[config.mk]
export PLATFORM = sky130hd
export DESIGN_NAME = tmr_channel
export DESIGN_NICKNAME = d
export VERILOG_FILES = /design/src/rtl/tmr_pkg.sv /design/src/rtl/tmr_tick_gen.sv /design/src/rtl/tmr_pin_ctrl.sv /design/src/rtl/tmr_status.sv /design/src/rtl/tmr_channel.sv
export SDC_FILE = /design/constraint.sdc
export NUM_CORES = 1
export LEC_CHECK = 0
export ABC_AREA = 1
export BUFFER_PORTS_ARGS = -buffer_cell sky130_fd_sc_hd__clkbuf_2
export CORE_UTILIZATION = 30
export DETAILED_ROUTE_END_ITERATION = 12
export HOLD_SLACK_MARGIN = 0.12
export PLACE_DENSITY = 0.53
export SYNTH_ARGS = -nofsm -noshare
export SYNTH_HDL_FRONTEND = slang
export SYNTH_HIERARCHICAL = 1
export SYNTH_SLANG_ARGS = --single-unit
export TNS_END_PERCENT = 10
[constraint.sdc]
create_clock -name clk -period 2.95 [get_ports clk]
set_clock_uncertainty 0.2 [all_clocks]
set_input_delay 0.1475 -clock clk [delete_from_list [all_inputs] [get_ports clk]]
set_output_delay 0.1475 -clock clk [all_outputs]
set_load 0.005 [all_outputs]
[src/rtl/tmr_pkg.sv]
package tmr_pkg;

   // byte offsets inside the channel window
   localparam int OFS_CTL  = 0;
   localparam int OFS_MODE = 1;
   localparam int OFS_IOC  = 2;
   localparam int OFS_IEN  = 4;
   localparam int OFS_STAT = 5;
   localparam int OFS_CNT  = 6;
   localparam int OFS_CMP0 = 8;   // compare i lives at OFS_CMP0 + 2*i

   localparam int NUM_CMP  = 4;
   localparam int NUM_PIN  = 2;
   localparam int NUM_FLAG = NUM_CMP + 1;  // compares plus overflow

   typedef enum logic [2:0] {
      CLR_NONE  = 3'd0,
      CLR_CMP_A = 3'd1,
      CLR_CMP_B = 3'd2,
      CLR_SYNC  = 3'd3,
      CLR_CMP_C = 3'd5,
      CLR_CMP_D = 3'd6
   } clr_src_e;

   typedef enum logic [1:0] {
      EDGE_RISE = 2'd0,
      EDGE_FALL = 2'd1,
      EDGE_BOTH = 2'd2
   } edge_sel_e;

   // codes 1..3 and 5..7 drive the pin; others leave it alone
   function automatic logic pin_code_active(input logic [3:0] code);
      return (code[3] == 1'b0) && (code[1:0] != 2'b00);
   endfunction

endpackage

[src/rtl/tmr_tick_gen.sv]
module tmr_tick_gen
   import tmr_pkg::*;
#(
   parameter int PRESC_W = 6
) (
   input  logic       clk,
   input  logic       rst_n,
   input  logic       run,
   input  logic [2:0] presc_sel,
   input  logic [1:0] edge_sel,
   input  logic       ext_tick,
   output logic       tick
);

   localparam int NUM_INT_DIV = 4;
   localparam int MIN_W       = 2 * (NUM_INT_DIV - 1);

   if (PRESC_W < MIN_W) begin : g_bad_presc
      $error("tmr_tick_gen: PRESC_W too narrow for divide by 64");
   end

   logic [PRESC_W-1:0] div_q;
   logic [PRESC_W-1:0] div_mask;
   logic               ext_q;
   logic               int_hit;
   logic               ext_hit;
   logic               rise;
   logic               fall;

   always_comb begin
      div_mask = '0;
      for (int b = 0; b < PRESC_W; b++) begin
         if (b < 2 * int'(presc_sel[1:0])) div_mask[b] = 1'b1;
      end
   end

   assign int_hit = ((div_q & div_mask) == div_mask);
   assign rise    = ext_tick & ~ext_q;
   assign fall    = ~ext_tick & ext_q;

   always_comb begin
      case (edge_sel_e'(edge_sel))
         EDGE_RISE: ext_hit = rise;
         EDGE_FALL: ext_hit = fall;
         default:   ext_hit = rise | fall;
      endcase
   end

   assign tick = run & (presc_sel[2] ? ext_hit : int_hit);

   always_ff @(posedge clk) begin
      if (!rst_n) begin
         div_q <= '0;
         ext_q <= 1'b0;
      end else begin
         ext_q <= ext_tick;
         div_q <= run ? div_q + 1'b1 : '0;
      end
   end

   // a divide-by-4 tick is never directly followed by another
   a_r1_div4_gap: assert property (@(posedge clk) disable iff (!rst_n)
      (tick && presc_sel == 3'd1) |=> (!tick || presc_sel != 3'd1));

endmodule

[src/rtl/tmr_pin_ctrl.sv]
module tmr_pin_ctrl
   import tmr_pkg::*;
(
   input  logic       clk,
   input  logic       rst_n,
   input  logic       ioc_wr,
   input  logic [3:0] wr_code,
   input  logic [3:0] act_code,
   input  logic       match,
   output logic       pin
);

   logic pin_q;

   always_ff @(posedge clk) begin
      if (!rst_n) begin
         pin_q <= 1'b0;
      end else if (ioc_wr) begin
         if (pin_code_active(wr_code)) pin_q <= wr_code[2];
      end else if (match && pin_code_active(act_code)) begin
         case (act_code[1:0])
            2'd1:    pin_q <= 1'b0;
            2'd2:    pin_q <= 1'b1;
            default: pin_q <= ~pin_q;
         endcase
      end
   end

   assign pin = pin_q;

   // with neither a control write nor a match the pin keeps its level
   a_r9_pin_hold: assert property (@(posedge clk) disable iff (!rst_n)
      (!ioc_wr && !match) |=> $stable(pin));

endmodule

[src/rtl/tmr_status.sv]
module tmr_status
   import tmr_pkg::*;
#(
   parameter int NF = NUM_FLAG
) (
   input  logic          clk,
   input  logic          rst_n,
   input  logic [NF-1:0] set,
   input  logic          rd_stat,
   input  logic          wr_stat,
   input  logic [NF-1:0] wbits,
   output logic [NF-1:0] flags
);

   logic [NF-1:0] flag_q;
   logic [NF-1:0] armed_q;
   logic [NF-1:0] clr;

   assign clr = {NF{wr_stat}} & armed_q & ~wbits & flag_q;

   always_ff @(posedge clk) begin
      if (!rst_n) begin
         flag_q  <= '0;
         armed_q <= '0;
      end else begin
         flag_q  <= (flag_q & ~clr) | set;
         armed_q <= (rd_stat ? (armed_q | flag_q) : armed_q) & ~clr;
      end
   end

   assign flags = flag_q;

   // a hardware set always lands, whatever software writes
   a_r7_set_wins: assert property (@(posedge clk) disable iff (!rst_n)
      (|set) |=> ((flags & $past(set)) == $past(set)));

   // no flag drops without a status write
   a_r6_hold_without_write: assert property (@(posedge clk) disable iff (!rst_n)
      (!wr_stat) |=> ((flags & $past(flags)) == $past(flags)));

endmodule

[src/rtl/tmr_channel.sv]
module tmr_channel
   import tmr_pkg::*;
#(
   parameter int CNT_W   = 16,
   parameter int DATA_W  = 16,
   parameter int ADDR_W  = 4,
   parameter int PRESC_W = 6
) (
   input  logic              clk,
   input  logic              rst_n,
   input  logic              run_i,
   input  logic              ext_tick_i,
   input  logic              sync_clr_i,
   input  logic              wr_en_i,
   input  logic              rd_en_i,
   input  logic [ADDR_W-1:0] addr_i,
   input  logic [DATA_W-1:0] wdata_i,
   output logic [DATA_W-1:0] rdata_o,
   output logic              pin_a_o,
   output logic              pin_b_o,
   output logic              irq_o
);

   localparam int MODE_W = 7;
   localparam int IEN_W  = 6;
   localparam int TOP_OFS = OFS_CMP0 + 2 * (NUM_CMP - 1);

   if (DATA_W < CNT_W) begin : g_bad_data
      $error("tmr_channel: DATA_W must hold the counter");
   end
   if (DATA_W < 8) begin : g_bad_byte
      $error("tmr_channel: DATA_W must hold a byte register");
   end
   if ((1 << ADDR_W) <= TOP_OFS) begin : g_bad_addr
      $error("tmr_channel: ADDR_W cannot reach the last compare register");
   end

   logic [7:0]        ctl_q;
   logic [MODE_W-1:0] mode_q;
   logic [7:0]        ioc_q;
   logic [IEN_W-1:0]  ien_q;
   logic [CNT_W-1:0]  cnt_q;
   logic [CNT_W-1:0]  cmp_q [NUM_CMP];
   logic [NUM_CMP-1:0] match;
   logic [NUM_FLAG-1:0] flag_set;
   logic [NUM_FLAG-1:0] flags;
   logic              tick;
   logic              clr_hit;
   logic              sync_hit;
   logic              cnt_wr;
   logic              ovf_set;
   logic              ioc_wr;
   logic              stat_wr;
   logic              stat_rd;

   function automatic logic hit(input logic [ADDR_W-1:0] a, input int ofs);
      return a == ADDR_W'(ofs);
   endfunction

   assign cnt_wr  = wr_en_i && hit(addr_i, OFS_CNT);
   assign ioc_wr  = wr_en_i && hit(addr_i, OFS_IOC);
   assign stat_wr = wr_en_i && hit(addr_i, OFS_STAT);
   assign stat_rd = rd_en_i && hit(addr_i, OFS_STAT);

   // byte-wide configuration registers
   always_ff @(posedge clk) begin
      if (!rst_n) begin
         ctl_q  <= '0;
         mode_q <= '0;
         ioc_q  <= '0;
         ien_q  <= '0;
      end else if (wr_en_i) begin
         if (hit(addr_i, OFS_CTL))  ctl_q  <= wdata_i[7:0];
         if (hit(addr_i, OFS_MODE)) mode_q <= wdata_i[MODE_W-1:0];
         if (ioc_wr)                ioc_q  <= wdata_i[7:0];
         if (hit(addr_i, OFS_IEN))  ien_q  <= wdata_i[IEN_W-1:0];
      end
   end

   // compare registers and their equality detectors
   for (genvar i = 0; i < NUM_CMP; i++) begin : g_cmp
      always_ff @(posedge clk) begin
         if (!rst_n) cmp_q[i] <= '0;
         else if (wr_en_i && hit(addr_i, OFS_CMP0 + 2 * i))
            cmp_q[i] <= wdata_i[CNT_W-1:0];
      end
      assign match[i] = tick && (cnt_q == cmp_q[i]);
   end

   tmr_tick_gen #(.PRESC_W(PRESC_W)) i_tick (
      .clk       (clk),
      .rst_n     (rst_n),
      .run       (run_i),
      .presc_sel (ctl_q[2:0]),
      .edge_sel  (ctl_q[4:3]),
      .ext_tick  (ext_tick_i),
      .tick      (tick)
   );

   always_comb begin
      case (clr_src_e'(ctl_q[7:5]))
         CLR_CMP_A: clr_hit = match[0];
         CLR_CMP_B: clr_hit = match[1];
         CLR_CMP_C: clr_hit = match[2];
         CLR_CMP_D: clr_hit = match[3];
         default:   clr_hit = 1'b0;
      endcase
   end

   assign sync_hit = (clr_src_e'(ctl_q[7:5]) == CLR_SYNC) && sync_clr_i;
   assign ovf_set  = tick && !clr_hit && !cnt_wr && !sync_hit && (&cnt_q);
   assign flag_set = {ovf_set, match};

   always_ff @(posedge clk) begin
      if (!rst_n)        cnt_q <= '0;
      else if (cnt_wr)   cnt_q <= wdata_i[CNT_W-1:0];
      else if (sync_hit) cnt_q <= '0;
      else if (tick)     cnt_q <= clr_hit ? '0 : cnt_q + 1'b1;
   end

   tmr_status #(.NF(NUM_FLAG)) i_status (
      .clk     (clk),
      .rst_n   (rst_n),
      .set     (flag_set),
      .rd_stat (stat_rd),
      .wr_stat (stat_wr),
      .wbits   (wdata_i[NUM_FLAG-1:0]),
      .flags   (flags)
   );

   logic [NUM_PIN-1:0] pins;
   for (genvar p = 0; p < NUM_PIN; p++) begin : g_pin
      tmr_pin_ctrl i_pin (
         .clk      (clk),
         .rst_n    (rst_n),
         .ioc_wr   (ioc_wr),
         .wr_code  (wdata_i[4*p +: 4]),
         .act_code (ioc_q[4*p +: 4]),
         .match    (match[p]),
         .pin      (pins[p])
      );
   end
   assign pin_a_o = pins[0];
   assign pin_b_o = pins[1];

   assign irq_o = |(flags & ien_q[NUM_FLAG-1:0]);

   always_comb begin
      rdata_o = '0;
      if (hit(addr_i, OFS_CTL))  rdata_o[7:0] = ctl_q;
      if (hit(addr_i, OFS_MODE)) rdata_o[MODE_W-1:0] = mode_q;
      if (hit(addr_i, OFS_IOC))  rdata_o[7:0] = ioc_q;
      if (hit(addr_i, OFS_IEN))  rdata_o[IEN_W-1:0] = ien_q;
      if (hit(addr_i, OFS_STAT)) rdata_o[7:0] = {1'b1, 2'b00, flags};
      if (hit(addr_i, OFS_CNT))  rdata_o[CNT_W-1:0] = cnt_q;
      for (int i = 0; i < NUM_CMP; i++) begin
         if (hit(addr_i, OFS_CMP0 + 2 * i)) rdata_o[CNT_W-1:0] = cmp_q[i];
      end
   end

   // a counter write always lands
   a_r10_sw_load: assert property (@(posedge clk) disable iff (!rst_n)
      cnt_wr |=> (cnt_q == $past(wdata_i[CNT_W-1:0])));

   // a match on the chosen reset register brings the count to zero
   a_r3_clear_to_zero: assert property (@(posedge clk) disable iff (!rst_n)
      (clr_hit && !cnt_wr) |=> (cnt_q == '0));

   // a stopped counter does not move
   a_r1_hold_stopped: assert property (@(posedge clk) disable iff (!rst_n)
      (!run_i && !cnt_wr && !sync_hit) |=> $stable(cnt_q));

   // incrementing past the top wraps to zero and raises overflow
   a_r5_wrap_flag: assert property (@(posedge clk) disable iff (!rst_n)
      (tick && (&cnt_q) && !clr_hit && !cnt_wr && !sync_hit)
         |=> (cnt_q == '0 && flags[NUM_CMP]));

endmodule

==> implementation parameters <==
Parameter                              Value

Outcome
  Result of the run    finished, final reports clean

STA
  Period Utilization, post-route    0.9214
  Worst hold slack    177.9 ps
  Setup repair after global routing missed its margin    false
  Measured slew at the worst slew-check pin    747.2 ps
  Fmax    367.9 MHz
  Total negative slack for setup checks    0 ps
  Number of failing setup endpoints in the final timing report    0
  Hold violation total from the final report    0
  Final slew viol count    0
  Fin crit period    2718 ps
  Worst slew margin relative to its limit    0.5005

Logic synthesis
  Async SR Flop Fraction    0
  Ys flop type    sky130_fd_sc_hd__edfxtp_1
  Top post-synthesis cells by count    219 x sky130_fd_sc_hd__nand2_1, 174 x sky130_fd_sc_hd__inv_1, 172 x sky130_fd_sc_hd__nor2_1, 88 x sky130_fd_sc_hd__o21ai_0, 68 x sky130_fd_sc_hd__a21oi_1
  Main combinational cell family by area after synthesis    simple AND/OR/NAND/NOR gates
  Top cells by area, synth    sky130_fd_sc_hd__edfxtp_1 24%, sky130_fd_sc_hd__dfxtp_1 16%, sky130_fd_sc_hd__nand2_1 10%
  EDFF count, synth    64
  Xor/xnor share of the synthesized area    0.02843
  Count of unique library cells instantiated by Yosys    48
  Warnings, synthesis    6
  Average instance area after synthesis    7.095 um2
  Area fraction of the dominant cell type after synthesis    0.2399
  Dominant cell type by area after synthesis    sky130_fd_sc_hd__edfxtp_1
  Simple-gate area share of the yosys netlist    0.2791
  Total nets after synthesis    1167
  Cell area after synthesis    8010 um2
  Cell with the most instances after synthesis    sky130_fd_sc_hd__nand2_1
  Post-synthesis mux area share    0
  Seq/Total Area, Yosys    0.3999
  Adder and majority gate portion of the synthesized area    0.01718
  Fraction of the mapped netlist area in compound gates    0.1479
  Yosys reg bits    128
  Instance count of the mapped netlist    1129

Floorplan
  Core Area    26130 um2
  I/O pin cnt    46
  Overall die height    165.4 um
  Die area    27360 um2
  Initial cell density of the core    0.3065
  Total number of placement rows    59
  Horizontal die dimension    165.4 um

GRT
  GRT Total Usage    0.2262
  Initial antenna violation count    0
  First-pass GRT wire length    44710 um
  Number of global-route vias before repair    7256
  Aggregate global routing overflow    0
  Largest net degree at the start of global routing    35

Final layout
  Proportion of layout cells with a drive suffix above 1    0.1309
  Post-layout instance area    9482 um2
  Area grow syn2layout    18.37%
  Number of nets in the layout    1247
  Number of antenna cells inserted    0
  Number of standard cells in the final layout excluding fillers    1557

Worst setup path
  Worst-case register-to-register setup slack    370 ps
  Reg2reg end    i_status/flags[3]
  Crit path buffers/inverters    6
  Kind of cell with the highest combined delay on the critical path    simple AND/OR/NAND/NOR gates
  Launch point of the worst reg-to-reg path    i_tick/ext_q
  Critical Path Sink Type    register
  Critical path data arrival time    2880 ps
  Depth of the worst register-to-register path    13
  Number of gates on the worst path with buffers counted    16
  Slowest CP cell    sky130_fd_sc_hd__dlygate4sd3_1
  Stage delay of the slowest cell on the critical path    550 ps
  Maximum fanout count along the critical path    7
  Sequence of cells on the critical path    dlygate4sd3_1 > clkbuf_2 > inv_1 > ha_1 > inv_1 > a21oi_1 > nand3_1 > nand2_1 > nor2_4 > inv_2 > nor2_1 > nand2_1 > or4_1 > nor4_2 > inv_1 > a21oi_1
  Class of the most critical setup path    input pin to register
  Nature of the critical path startpoint    input pin
  Critical Path Most Common Cell    sky130_fd_sc_hd__inv_1
  Required time of the critical path    3120 ps

Power and ir drop
  Worst vdd rail ir drop    286.4 uV
  Total net switching power    1551 uW
  Cell-internal power    3466 uW
  Sequential share of power    0.412
  Leakage    0.004098 uW
  Post-layout power    5017 uW
  Power share of the clock group    0.433
  Fraction of power consumed by combinational cells    0.155
  Switching share of power    0.3091
  Power per standard cell area    529.2 nW/um2

Clock tree
  Insertion delay to the later sink of the worst-skew pair    440 ps
  Register clock-pin slew on the reported worst setup and hold paths    60 ps
  CTS tree    done
  CTS Root Buffer Type    sky130_fd_sc_hd__clkbuf_16
  Number of H-tree levels    4
  Total CTS buffers    17
  Buffer count from post-CTS setup fixing    0
  Worst-case clock buffer depth    2
  Sink count of the clock tree    128

Detailed routing
  DRC violation total after the first TritonRoute iteration    803
  Post-detailed-route DRC marker count    0
  Wire length after detailed routing    29900 um
  Vias per Instance    4.983
  Remaining antenna violation count after routing    0
  Total vias in the final route    7758
  Number of search-and-repair iterations in the first detailed-routing pass    5
  Post-DR wirelength/cell    19.21 um

Hold path
  Hold path startpoint    rst_n
  Kind of path behind the tightest hold check    input pin to register
  Worst min-delay path endpoint    i_tick/ext_q
  Worst hold stages    3

Placed design
  Placement-stage cell area    8666 um2
  Port Buffer Count    45
  RePlAce Congestion    0.9908
  Total instance count after detailed placement    1504
  Placed wire-length estimate    22980 um

Job
  Maxcap violations    0
[worst max-delay path by stage]
stage	from	to	slack, ps
after floorplan	addr_i[0]	cmp_q[3][0]	330
after global placement	ext_tick_i	i_status/flags[2]	120
after detailed placement	ext_tick_i	i_status/flags[2]	130
after CTS	ext_tick_i	i_status/flags[2]	10
after global routing	ext_tick_i	i_status/flags[4]	6
final	ext_tick_i	i_status/flags[3]	230
[through the flow]
stage	worst slack [ps]	util
final	231.9	0.3628
after global routing	5.555	0.3628
after CTS	14.23	0.3620
after detailed placement	129.9	0.3316
after global placement	116.3	0.3316
after floorplan	331.0	-
[repair_timing]
action | 4_1_cts | 5_1_grt
endpoints found under the hold margin | 85 | 0
gates resized for setup | 0 | 6
hold buffers | 21 | 0
setup endpoints to repair | 0 | 21
[power groups by stage]
stage               Sequential (uW)  Combinational [uW]  Clock [uW]
floorplan                      2040                 507           0
global placement               2100                 749           0
detailed placement             2100                 740           0
CTS                            2060                 764        2200
global route                   2080                 857        2270
finish                         2070                 775        2170
[placed cells by master, fill, tap and decap left out, types with 3 or more instances in the layout]
cell type                         n
sky130_fd_sc_hd__dfxtp_1         64
sky130_fd_sc_hd__xor2_1           9
sky130_fd_sc_hd__nand2_1        218
sky130_fd_sc_hd__o22ai_1         12
sky130_fd_sc_hd__o221ai_1         4
sky130_fd_sc_hd__clkbuf_2        45
sky130_fd_sc_hd__nor2_2           4
sky130_fd_sc_hd__o21ai_0         84
sky130_fd_sc_hd__ha_1            11
sky130_fd_sc_hd__dlygate4sd3_1   21
sky130_fd_sc_hd__nor3_1           7
sky130_fd_sc_hd__nand4_1         21
sky130_fd_sc_hd__nand3b_1         4
sky130_fd_sc_hd__edfxtp_1        64
sky130_fd_sc_hd__o211ai_1         3
sky130_fd_sc_hd__o21ai_1         13
sky130_fd_sc_hd__nor2_4           3
sky130_fd_sc_hd__buf_4           34
sky130_fd_sc_hd__nor2_1         171
sky130_fd_sc_hd__inv_2           16
sky130_fd_sc_hd__xnor2_1         17
sky130_fd_sc_hd__inv_1          173
sky130_fd_sc_hd__nand3_1         57
sky130_fd_sc_hd__nor4_1           3
sky130_fd_sc_hd__clkinv_1        10
sky130_fd_sc_hd__a21oi_1         68
sky130_fd_sc_hd__clkbuf_16       17
sky130_fd_sc_hd__inv_6            7
sky130_fd_sc_hd__nand2_2          7
sky130_fd_sc_hd__o2111ai_1       14
sky130_fd_sc_hd__nand3_2          5
sky130_fd_sc_hd__a2111oi_0        5
[tightest hold or removal path: cells and delay by family]
kind / cells / cell delay (ps)
buf+inv: 2 / 440
simple gates: 1 / 190
[routing by layer]
layer,wire [um],GRT usage
met5,0,0
met1,13450,0.3086
met2,13990,0.3631
met3,1780,0.03422
met4,683,0.07645
[state kept, by name (all words and copies together) (netlist names)]
register,flops
cnt_q,16
cmp_q,64
ctl_q,8
i_status/armed_q,5
i_tick/ext_q,1
i_status/flags,5
ioc_q,8
ien_q,6
i_tick/div_q,6
g_pin.i_pin/pin,2
mode_q,7
[area by class of cell]
type                    instances  area (um2)
clock buffers                  17       425.4
clock inverters                15       157.7
fillers                      2833       16650
inverters                     201       777.0
multi-input cells             761        3809
flip-flops and latches        128        3203
well taps                     335       419.2
repair buffers                100       690.7
[cell families after synthesis]
group | after synthesis
and+or+nand+nor | 514
buffers and inverters | 240
AOI/OAI and AO/OA | 210
DFF | 128
xor gates and xnor gates | 26
adders and majority gates | 11
Note: power is estimated with default switching activity, not from simulation.
